--- src/rtl/alu8_pkg.sv ---
`timescale 1ns/1ps
package alu8_pkg;
    localparam int DATA_W = 8;
    localparam int HALF_W = DATA_W / 2;

    typedef enum logic [3:0] {
        OP_ADD   = 4'd0,
        OP_SUB   = 4'd1,
        OP_AND   = 4'd2,
        OP_IOR   = 4'd3,
        OP_XOR   = 4'd4,
        OP_COM   = 4'd5,
        OP_INC   = 4'd6,
        OP_DEC   = 4'd7,
        OP_SWAP  = 4'd8,
        OP_RLC   = 4'd9,
        OP_RRC   = 4'd10,
        OP_CLR   = 4'd11,
        OP_MOVE  = 4'd12,
        OP_RSV13 = 4'd13,
        OP_RSV14 = 4'd14,
        OP_RSV15 = 4'd15
    } alu_op_e;

    // bit 2 = Z, bit 1 = DC, bit 0 = C
    typedef struct packed {
        logic z;
        logic dc;
        logic c;
    } stat_t;

    function automatic stat_t owned_bits(alu_op_e op, logic lit);
        stat_t m;
        m = '0;
        case (op)
            OP_ADD, OP_SUB:                         m = '{z: 1'b1, dc: 1'b1, c: 1'b1};
            OP_AND, OP_IOR, OP_XOR,
            OP_COM, OP_INC, OP_DEC, OP_CLR:         m.z = 1'b1;
            OP_RLC, OP_RRC:                         m.c = 1'b1;
            OP_MOVE:                                m.z = !lit;
            default:                                m = '0;
        endcase
        return m;
    endfunction

    function automatic logic is_arith(alu_op_e op);
        return (op == OP_ADD) || (op == OP_SUB) || (op == OP_INC) || (op == OP_DEC);
    endfunction
endpackage

--- src/rtl/alu8_arith.sv ---
`timescale 1ns/1ps
module alu8_arith
    import alu8_pkg::*;
(
    input  alu_op_e              op,
    input  logic [DATA_W-1:0]    w_val,
    input  logic [DATA_W-1:0]    opnd,
    output logic [DATA_W-1:0]    sum,
    output logic                 c_out,
    output logic                 dc_out
);
    logic [DATA_W-1:0] addend;
    logic              cin;
    logic [DATA_W:0]   full;
    logic [HALF_W:0]   low;

    always_comb begin
        addend = '0;
        cin    = 1'b0;
        case (op)
            OP_ADD: addend = w_val;
            OP_SUB: begin addend = ~w_val; cin = 1'b1; end
            OP_INC: cin = 1'b1;
            OP_DEC: addend = '1;
            default: ;
        endcase
        full = {1'b0, opnd} + {1'b0, addend} + {{DATA_W{1'b0}}, cin};
        low  = {1'b0, opnd[HALF_W-1:0]} + {1'b0, addend[HALF_W-1:0]}
             + {{HALF_W{1'b0}}, cin};
    end

    assign sum    = full[DATA_W-1:0];
    assign c_out  = full[DATA_W];
    assign dc_out = low[HALF_W];
endmodule

--- src/rtl/alu8_bitops.sv ---
`timescale 1ns/1ps
module alu8_bitops
    import alu8_pkg::*;
(
    input  alu_op_e              op,
    input  logic [DATA_W-1:0]    w_val,
    input  logic [DATA_W-1:0]    opnd,
    input  logic                 c_in,
    output logic [DATA_W-1:0]    res,
    output logic                 c_out
);
    always_comb begin
        res   = opnd;
        c_out = c_in;
        case (op)
            OP_AND:  res = opnd & w_val;
            OP_IOR:  res = opnd | w_val;
            OP_XOR:  res = opnd ^ w_val;
            OP_COM:  res = ~opnd;
            OP_SWAP: res = {opnd[HALF_W-1:0], opnd[DATA_W-1:HALF_W]};
            OP_RLC: begin
                res   = {opnd[DATA_W-2:0], c_in};
                c_out = opnd[DATA_W-1];
            end
            OP_RRC: begin
                res   = {c_in, opnd[DATA_W-1:1]};
                c_out = opnd[0];
            end
            OP_CLR:  res = '0;
            default: res = opnd;
        endcase
    end
endmodule

--- src/rtl/accu_alu.sv ---
`timescale 1ns/1ps
module accu_alu
    import alu8_pkg::*;
(
    input  logic        clk,
    input  logic        rst,
    input  logic        in_valid,
    input  logic [3:0]  op_code,
    input  logic        lit_sel,
    input  logic        dest_bit,
    input  logic [7:0]  w_opnd,
    input  logic [7:0]  f_opnd,
    input  logic [7:0]  lit_opnd,
    input  logic [2:0]  stat_in,
    output logic        out_valid,
    output logic [7:0]  res_data,
    output logic        res_to_file,
    output logic [2:0]  stat_out,
    output logic [2:0]  stat_upd
);
    alu_op_e           op;
    stat_t             cur, cand, mask, merged;
    logic [DATA_W-1:0] opnd, ar_sum, bo_res, result;
    logic              ar_c, ar_dc, bo_c;

    assign op   = alu_op_e'(op_code);
    assign cur  = stat_t'(stat_in);
    assign opnd = lit_sel ? lit_opnd : f_opnd;

    alu8_arith u_arith (
        .op(op), .w_val(w_opnd), .opnd(opnd),
        .sum(ar_sum), .c_out(ar_c), .dc_out(ar_dc)
    );

    alu8_bitops u_bitops (
        .op(op), .w_val(w_opnd), .opnd(opnd), .c_in(cur.c),
        .res(bo_res), .c_out(bo_c)
    );

    always_comb begin
        result  = is_arith(op) ? ar_sum : bo_res;
        cand.z  = (result == '0);
        cand.dc = ar_dc;
        cand.c  = is_arith(op) ? ar_c : bo_c;
        mask    = owned_bits(op, lit_sel);
        merged  = (cand & mask) | (cur & ~mask);
    end

    always_ff @(posedge clk) begin
        if (rst) begin
            out_valid   <= 1'b0;
            res_data    <= '0;
            res_to_file <= 1'b0;
            stat_out    <= '0;
            stat_upd    <= '0;
        end else begin
            out_valid <= in_valid;
            if (in_valid) begin
                res_data    <= result;
                res_to_file <= dest_bit && !lit_sel;
                stat_out    <= merged;
                stat_upd    <= mask;
            end
        end
    end


    add_carry_chk: assert property (@(posedge clk) disable iff (rst)
        out_valid && ($past(op_code) == 4'd0)
        |-> {stat_out[0], res_data} ==
            ({1'b0, $past(w_opnd)} + {1'b0, ($past(lit_sel) ? $past(lit_opnd) : $past(f_opnd))}));


    rot_left_chk: assert property (@(posedge clk) disable iff (rst)
        out_valid && ($past(op_code) == 4'd9)
        |-> (stat_out[0] == $past(opnd[DATA_W-1])) && (res_data[0] == $past(stat_in[0])));


    lit_to_w_chk: assert property (@(posedge clk) disable iff (rst)
        out_valid && $past(lit_sel) |-> !res_to_file);


    keep_unowned_chk: assert property (@(posedge clk) disable iff (rst)
        out_valid |-> ((stat_out ^ $past(stat_in)) & ~stat_upd) == 3'b000);


    zero_flag_chk: assert property (@(posedge clk) disable iff (rst)
        out_valid && stat_upd[2] |-> stat_out[2] == (res_data == 8'h00));
endmodule

--- config.mk ---
export PLATFORM = sky130hd
export DESIGN_NAME = accu_alu
export DESIGN_NICKNAME = d
export VERILOG_FILES = /design/src/rtl/alu8_pkg.sv /design/src/rtl/alu8_arith.sv /design/src/rtl/alu8_bitops.sv /design/src/rtl/accu_alu.sv
export SDC_FILE = /design/constraint.sdc
export NUM_CORES = 1
export LEC_CHECK = 0
export CAP_MARGIN = 0
export CORE_ASPECT_RATIO = 0.9
export CORE_MARGIN = 2
export CORE_UTILIZATION = 59
export CTS_CLUSTER_DIAMETER = 80
export DETAILED_ROUTE_END_ITERATION = 10
export DONT_BUFFER_PORTS = 1
export PLACE_DENSITY = 0.88
export SLEW_MARGIN = 25
export SYNTH_ARGS = -nofsm -noshare
export SYNTH_HDL_FRONTEND = slang
export SYNTH_SLANG_ARGS = --single-unit
--- constraint.sdc ---
create_clock -name clk -period 3.91 [get_ports clk]
set_input_delay 0.782 -clock clk [delete_from_list [all_inputs] [get_ports clk]]
set_output_delay 0.782 -clock clk [all_outputs]
set_load 0.02 [all_outputs]
==> impl_metrics.ini, run 1 <==
[global_routing]
groute.usage.overall = 0.313
grt_pass1_wl_mm = 10.4
antenna_found_initial = 0
grt_max_degree = 48
overflow = 0
grt_pass1_vias = 2204

[drt]
wl_per_cell_um = 18.4
vias = 2397
drtAntennaViolNets = 0
routed_via_density = 6.81
finalWirelength_mm = 6.47
first_iter_violations = 376
firstDrtPassIters = 6
drc = 0

[setup_path]
crit_type = input pin to flop
cp_slowest_cell = fa_1
critPathLaunchType = input pin
crit_arrival_ps = 3540
crit_chain = or2_1 -> o21ai_0 -> nand2_1 -> fa_1 -> fa_1 -> nor2b_1 -> o21ai_0 -> a21oi_1 -> o21a_1 -> o31ai_1 -> nor4_1 -> a41o_1
cp-end-kind = flop
reg2reg_slack_ps = 2620
cpPeakStageDelay_ps = 450
path_buf_inv = 0
cp.required_ps = 4110
crit_fanout = 30
cpLargestDelayFamily = compound AO/OA/AOI/OAI gates

[logic_synthesis]
async_reset_ff_frac = 0
netlist_area_mm2 = 0.00224
ys_top_cells_by_count = 33 x nand2_1, 31 x nor2_1, 28 x a21oi_1
synthCells = 317
ys_seq_area_frac = 0.143
yosys-top-cells-area = dfxtp_1 14%, ha_1 13%, a21oi_1 6.3%
yosysMostFrequentCell = nand2_1
ys_warn_count = 0
synth_cell_types = 58
synthesis.nets = 378
syn_area_per_cell_um2 = 7.07
synth.top_cell.area_share = 0.143
synth.largest_area_cell = dfxtp_1
synth-edff-count = 0
synth_seq_cells = 16
synth_ff_type = dfxtp_1

[clock_tree]
numCtsBuffers = 3
clock-sinks = 16
cts_tree = yes
cts_buffer_depth = 2
cts_resized = 0
root_buffer = clkbuf_8
clk_pin_slew_ps = 70
cts_max_level = 1
cts_hold_buf = 0
clock_latency_ps = 260
cts_setup_buffers = 0

[timing]
min_period_over_period = 0.853
setup_tns_ps = 0
timing.slew.headroom = 0.615
finalClockSkew_ps = 0
rsz0062_at_grt = no
hold_violations = 0
report.final.setup_viol = 0
finalMaxSlewViolations = 0
max_freq_mhz = 300
finalCriticalPeriod_ps = 3330
worst_pin_slew_ps = 578

[power]
powerDensity_mw_per_mm2 = 247
peakVddDrop_uv = 129
power.leakage_nw = 0.976

[place]
port-buffer-count = 0
place_area_mm2 = 0.00224
gp_congestion = 0.979
dp_hpwl_mm = 4.84

[die]
die_y_um = 62.5
ios = 52
core_mm2 = 0.00368
die_w_um = 69.0
rows = 21
dieArea_mm2 = 0.00431
start_util = 0.610

[finish]
syn_to_final_growth_pct = 2.51
fin_nets = 368
drive_above_1_share = 0.0621
diodes = 0
finish.instance_area_mm2 = 0.00230

[status]
status = finished, final reports clean

[flow_run]
maxCapViolations = 0

[worst_hold_path]
hold_path_class = flop to flop
[sequential cells by signal, indices dropped and copies added (netlist names)]
signal	count
res_data	8
stat_out	3
stat_upd	3
out_valid	1
res_to_file	1
[logic make-up (layout without fill, tap and decap cells)]
logic type               count (synthesis)  count (layout)  synth area share
AND/OR/NAND/NOR                        111             111             0.234
AO/OA/AOI/OAI                           99              99             0.294
buffers and inverters                   42              31            0.0787
adder cells (fa/ha/maj)                 25              25             0.146
flip-flops                              16              16             0.143
XOR/XNOR                                12              12            0.0469
multiplexers                            12              12            0.0575
[layout by cell type (no fill, tap or decap), types with 10 or more instances in the layout]
cell / Yosys / final
nand3_1: 10 / 10
nand2_1: 33 / 33
nand2b_1: 10 / 10
nor2_1: 31 / 31
ha_1: 23 / 23
o21ai_0: 18 / 18
a21oi_1: 28 / 28
dfxtp_1: 16 / 16
a211oi_1: 10 / 10
inv_1: 19 / 19
[per-stage QoR]
stage	hold slack, ps	power [mW]	util	instances	setup WS, ps
6_report	561	0.567	0.625	352	577
5_1_grt	577	0.599	0.625	352	385
4_1_cts	562	0.559	0.625	352	631
3_5_place_dp	554	0.414	0.610	348	403
3_3_place_gp	550	0.409	0.610	348	514
2_1_floorplan	541	0.385	-	317	15.4
[where the power goes]
| group | switching [mW] | internal, mW | leakage (nW) |
|---|---|---|---|
| clock network | 0.0586 | 0.0895 | 0.0288 |
| logic | 0.126 | 0.0955 | 0.815 |
| registers | 0.0222 | 0.175 | 0.132 |
[tightest hold or removal path: cells and delay by family, from the launching register on]
kind	cells	cell delay [ps]
AO/OA/AOI/OAI	1	50
flip-flops	1	370
AND/OR/NAND/NOR	1	90
[layout make-up]
cell class | instances | area, um^2
Clock buffer | 4 | 55.1
Timing Repair Buffer | 5 | 37.5
Tap cell | 46 | 57.6
Sequential cell | 16 | 320
Inverter | 22 | 82.6
Fill cell | 335 | 1380
Multi-Input combinational cell | 259 | 1750
[layer usage]
metal / global-route usage / routed length (um)
met1: 0.434 / 2550
met2: 0.465 / 2810
met5: 0 / 0
met3: 0.0721 / 845
met4: 0.118 / 259
[worst paths after layout]
path / to / cells past startpoint / startpoint
max: stat_out[2]$_SDFFE_PP0P_ / 12 / op_code[2]
max reg2reg: stat_out[2]$_SDFFE_PP0P_ / 5 / stat_out[2]$_SDFFE_PP0P_
min: stat_out[1]$_SDFFE_PP0P_ / 2 / stat_out[1]$_SDFFE_PP0P_
min reg2reg: stat_out[1]$_SDFFE_PP0P_ / 2 / stat_out[1]$_SDFFE_PP0P_
Note: power is estimated with default switching activity, not from simulation.
==> run 2, diff against run 1 <==
Settings changed: CORE_UTILIZATION 59 to 50, PLACE_DENSITY 0.88 to 0.78.
==> run 2 against run 1 <==
Effect of this change:
- flip-flop and latch count is the same
- combinational power about the same
- critical path type unchanged
- largest power group unchanged
- core utilization down 9.5 points
==> impl_metrics.ini, run 2 (same netlist as run 1, synthesis figures left out) <==
[clock_tree]
cts_setup_buffers = 0
cts_hold_buf = 0
cts_max_level = 1
clock_latency_ps = 250
root_buffer = clkbuf_8
numCtsBuffers = 3
clock-sinks = 16
cts_resized = 0
cts_buffer_depth = 2
clk_pin_slew_ps = 70
cts_tree = yes

[die]
start_util = 0.513
ios = 52
rows = 23
core_mm2 = 0.00437
dieArea_mm2 = 0.00504
die_w_um = 74.6
die_y_um = 67.5

[finish]
multi_input_area_mm2 = 0.00175
drive_above_1_share = 0.0621
final_util = 0.530
regMostFlops = res_data
syn_to_final_growth_pct = 3.40
largestRegisters = res_data x8, stat_out x3, stat_upd x3
diodes = 0
largest_register_ff_count = 8
layout_commonest_cell = nand2_1
most-common-layout-cells = 33 x nand2_1, 31 x nor2_1, 28 x a21oi_1
fill_cells = 445
seqCellArea_um2 = 320
finish.instance_area_mm2 = 0.00232
fin_nets = 368

[power]
netSwitchingFraction = 0.368
powerDensity_mw_per_mm2 = 246
p_int_mw = 0.360
p_total_mw = 0.570
combPwrFrac = 0.387
netSwitchingPower_mw = 0.210
peakVddDrop_uv = 101
seqPwrFrac = 0.348
power_frac_clock = 0.265
power.leakage_nw = 0.976

[timing]
finalCriticalPeriod_ps = 3230
setup_ws_ps = 680
finalClockSkew_ps = 0
max_freq_mhz = 310
report.final.setup_viol = 0
worst_pin_slew_ps = 589
hold_violations = 0
timing.slew.headroom = 0.607
finalMaxSlewViolations = 0
min_period_over_period = 0.826
setup_tns_ps = 0
rsz0062_at_grt = no

[drt]
routed_via_density = 6.35
first_iter_violations = 358
finalWirelength_mm = 6.78
drtAntennaViolNets = 0
firstDrtPassIters = 5
drc = 0
wl_per_cell_um = 18.4
vias = 2337

[setup_path]
crit_type = input pin to flop
crit_fanout = 30
cp.required_ps = 4110
crit_arrival_ps = 3430
critPathLaunchType = input pin
cp-end-kind = flop

[place]
post-place-ws_ps = 443
place_area_mm2 = 0.00226
gp_congestion = 1.01
dp_hpwl_mm = 5.18
port-buffer-count = 0

[worst_hold_path]
hold_path_class = flop to flop

[global_routing]
grt_max_degree = 48
grt_pass1_vias = 2111
grt_pass1_wl_mm = 10.3
overflow = 0
groute.usage.overall = 0.267
antenna_found_initial = 0

[status]
status = finished, final reports clean

[flow_run]
maxCapViolations = 0
## run 2: power groups by stage
stage          registers (mW)  clock network [mW]  logic, mW
6_report                0.198               0.151      0.220
5_1_grt                 0.199               0.157      0.241
4_1_cts                 0.198               0.150      0.215
3_5_place_dp            0.201                   0      0.213
3_3_place_gp            0.201                   0      0.211
2_1_floorplan           0.199                   0      0.186
## run 2: worst max-delay path, cell delays in order
cell     delay [ps]
or2_1           250
o21ai_0         160
nand2_1          90
fa_1            450
fa_1            410
nor2b_1         120
o21ai_0         120
a21oi_1         250
o21a_1          200
o31ai_1          80
nor4_1          310
a41o_1          210
## run 2: path summary, 6_finish.rpt
kind / endpoint / slack, ps / depth (start not counted) / start
setup reg to reg: stat_out[2]$_SDFFE_PP0P_ / 2650 / 5 / stat_out[2]$_SDFFE_PP0P_
setup / recovery: stat_out[2]$_SDFFE_PP0P_ / 680 / 12 / op_code[2]
hold reg to reg: res_data[6]$_SDFFE_PP0P_ / 560 / 2 / res_data[6]$_SDFFE_PP0P_
hold / removal: res_data[6]$_SDFFE_PP0P_ / 560 / 2 / res_data[6]$_SDFFE_PP0P_
## run 2: through the flow
step / cells / hold WS (ps)
after global routing: 368 / 582
after floorplan: 317 / 541
after detailed placement: 364 / 555
final: 368 / 564
after global placement: 364 / 551
after CTS: 368 / 567
## run 2: cell type report
class                           count  share of cell area
Inverter                           22              0.0356
Multi-Input combinational cell    259               0.753
Sequential cell                    16               0.138
Tap cell                           62              0.0335
Timing Repair Buffer                5              0.0162
Clock buffer                        4              0.0237
## run 2: layer usage
metal | vias up | share of wire | global-route usage
li1 | 1120 | - | -
met1 | 1035 | 0.41 | 0.371
met2 | 161 | 0.44 | 0.428
met3 | 21 | 0.12 | 0.0433
met4 | 0 | 0.033 | 0.0737
met5 | - | 0 | 0
==> run 3, diff against run 2 <==
Clock period 3.91 ns to 2.88 ns, I/O delays scaled along.
==> run 3 against run 2 <==
Effect of this change:
- non-clock buffer count increased by 7
- critical path type unchanged
- final area rose by 3.8%
- highest routed layer unchanged
- largest power group unchanged
- core utilization is 2.0 points higher
==> impl_metrics.ini, run 3 (same netlist as run 1, synthesis figures left out) <==
[status]
status = finished, final reports clean

[clock_tree]
cts_hold_buf = 0
clk_pin_slew_ps = 60
cts_tree = yes
cts_max_level = 1
cts_setup_buffers = 0
cts_resized = 0
numCtsBuffers = 3
clock_latency_ps = 250
clock-sinks = 16
cts_buffer_depth = 2
root_buffer = clkbuf_8

[power]
p_total_mw = 0.775
power.leakage_nw = 1.01
peakVddDrop_uv = 192
powerDensity_mw_per_mm2 = 322

[die]
die_w_um = 74.6
rows = 23
die_y_um = 67.5
start_util = 0.513
core_mm2 = 0.00437
dieArea_mm2 = 0.00504
ios = 52

[timing]
max_freq_mhz = 374
finalClockSkew_ps = 0
setup_tns_ps = 0
rsz0062_at_grt = no
min_period_over_period = 0.929
timing.slew.headroom = 0.717
setup_ws_ps = 205
holdWs_ps = 384
finalCriticalPeriod_ps = 2670
hold_violations = 0
report.final.setup_viol = 0
finalMaxSlewViolations = 0
worst_pin_slew_ps = 413

[finish]
regMostFlops = res_data
instances_no_fill = 375
syn_to_final_growth_pct = 7.31
seqCellArea_um2 = 320
fin_nets = 375
layout_commonest_cell = nand2_1
final_util = 0.550
largest_register_ff_count = 8
fill_cells = 460
multi_input_area_mm2 = 0.00178
drive_above_1_share = 0.102
diodes = 0
largestRegisters = res_data x8, stat_out x3, stat_upd x3
finish.instance_area_mm2 = 0.00241
most-common-layout-cells = 33 x nand2_1, 30 x nor2_1, 27 x a21oi_1

[place]
post-place-ws_ps = -27.0
place_area_mm2 = 0.00234
dp_hpwl_mm = 5.19
port-buffer-count = 0
gp_congestion = 1.00
dp.cells = 371

[drt]
wl_met1_mm = 2.92
drtAntennaViolNets = 0
routed_via_density = 6.24
first_iter_violations = 326
wl_met3_um = 636
highest_layer = met4
firstDrtPassIters = 5
finalWirelength_mm = 6.61
wl_per_cell_um = 17.6
drc = 0
vias = 2340
wl_met2_mm = 2.93

[global_routing]
antenna_found_initial = 0
groute.usage.overall = 0.265
overflow = 0
grt_pass1_wl_mm = 10.3
grt_pass1_vias = 2008
grt_max_degree = 48

[setup_path]
reg2reg_slack_ps = 1570
cp_slowest_cell = fa_2
cp.required_ps = 3020
crit_fanout = 30
critPathLaunchType = input pin
rr_worst_depth = 5
cpPeakStageDelay_ps = 380
crit_type = input pin to flop
cp-end-kind = flop
crit_arrival_ps = 2810
crit_chain = or2_1 -> o21ai_1 -> nand2_1 -> fa_2 -> fa_2 -> nor2b_1 -> o21ai_1 -> a21oi_2 -> nor3_1 -> o31ai_1 -> nor4_2 -> a41o_1

[worst_hold_path]
hold_path_class = input pin to flop
worstHoldPathCells = 1

[flow_run]
maxCapViolations = 0
[run 3: critical path: cells and delay by family]
kind / cells / cell delay (ps)
adder cells (fa/ha/maj): 2 / 740
AO/OA/AOI/OAI: 5 / 910
AND/OR/NAND/NOR: 5 / 580
[run 3: power breakdown]
group          switching (mW)  internal [mW]
logic                   0.170          0.140
registers              0.0300          0.238
clock network          0.0760          0.121
[run 3: final timing paths]
path                                 start                        to
setup / recovery                op_code[2]  stat_out[2]$_SDFFE_PP0P_
hold / removal                         rst      out_valid$_SDFF_PP0_
setup reg to reg  stat_out[2]$_SDFFE_PP0P_  stat_out[2]$_SDFFE_PP0P_
hold reg to reg   stat_out[1]$_SDFFE_PP0P_  stat_out[1]$_SDFFE_PP0P_
[run 3: layout make-up]
class,instances,share of cell area
Tap cell,62,0.0322
Multi-Input combinational cell,259,0.740
Inverter,22,0.0343
Clock buffer,4,0.0229
Timing Repair Buffer,12,0.0374
Sequential cell,16,0.133
[run 3: per-layer routing]
metal / global-route usage / up-vias
met4: 0.0558 / 0
met3: 0.0403 / 10
li1: - / 1135
met1: 0.390 / 1067
met2: 0.407 / 128
met5: 0 / -
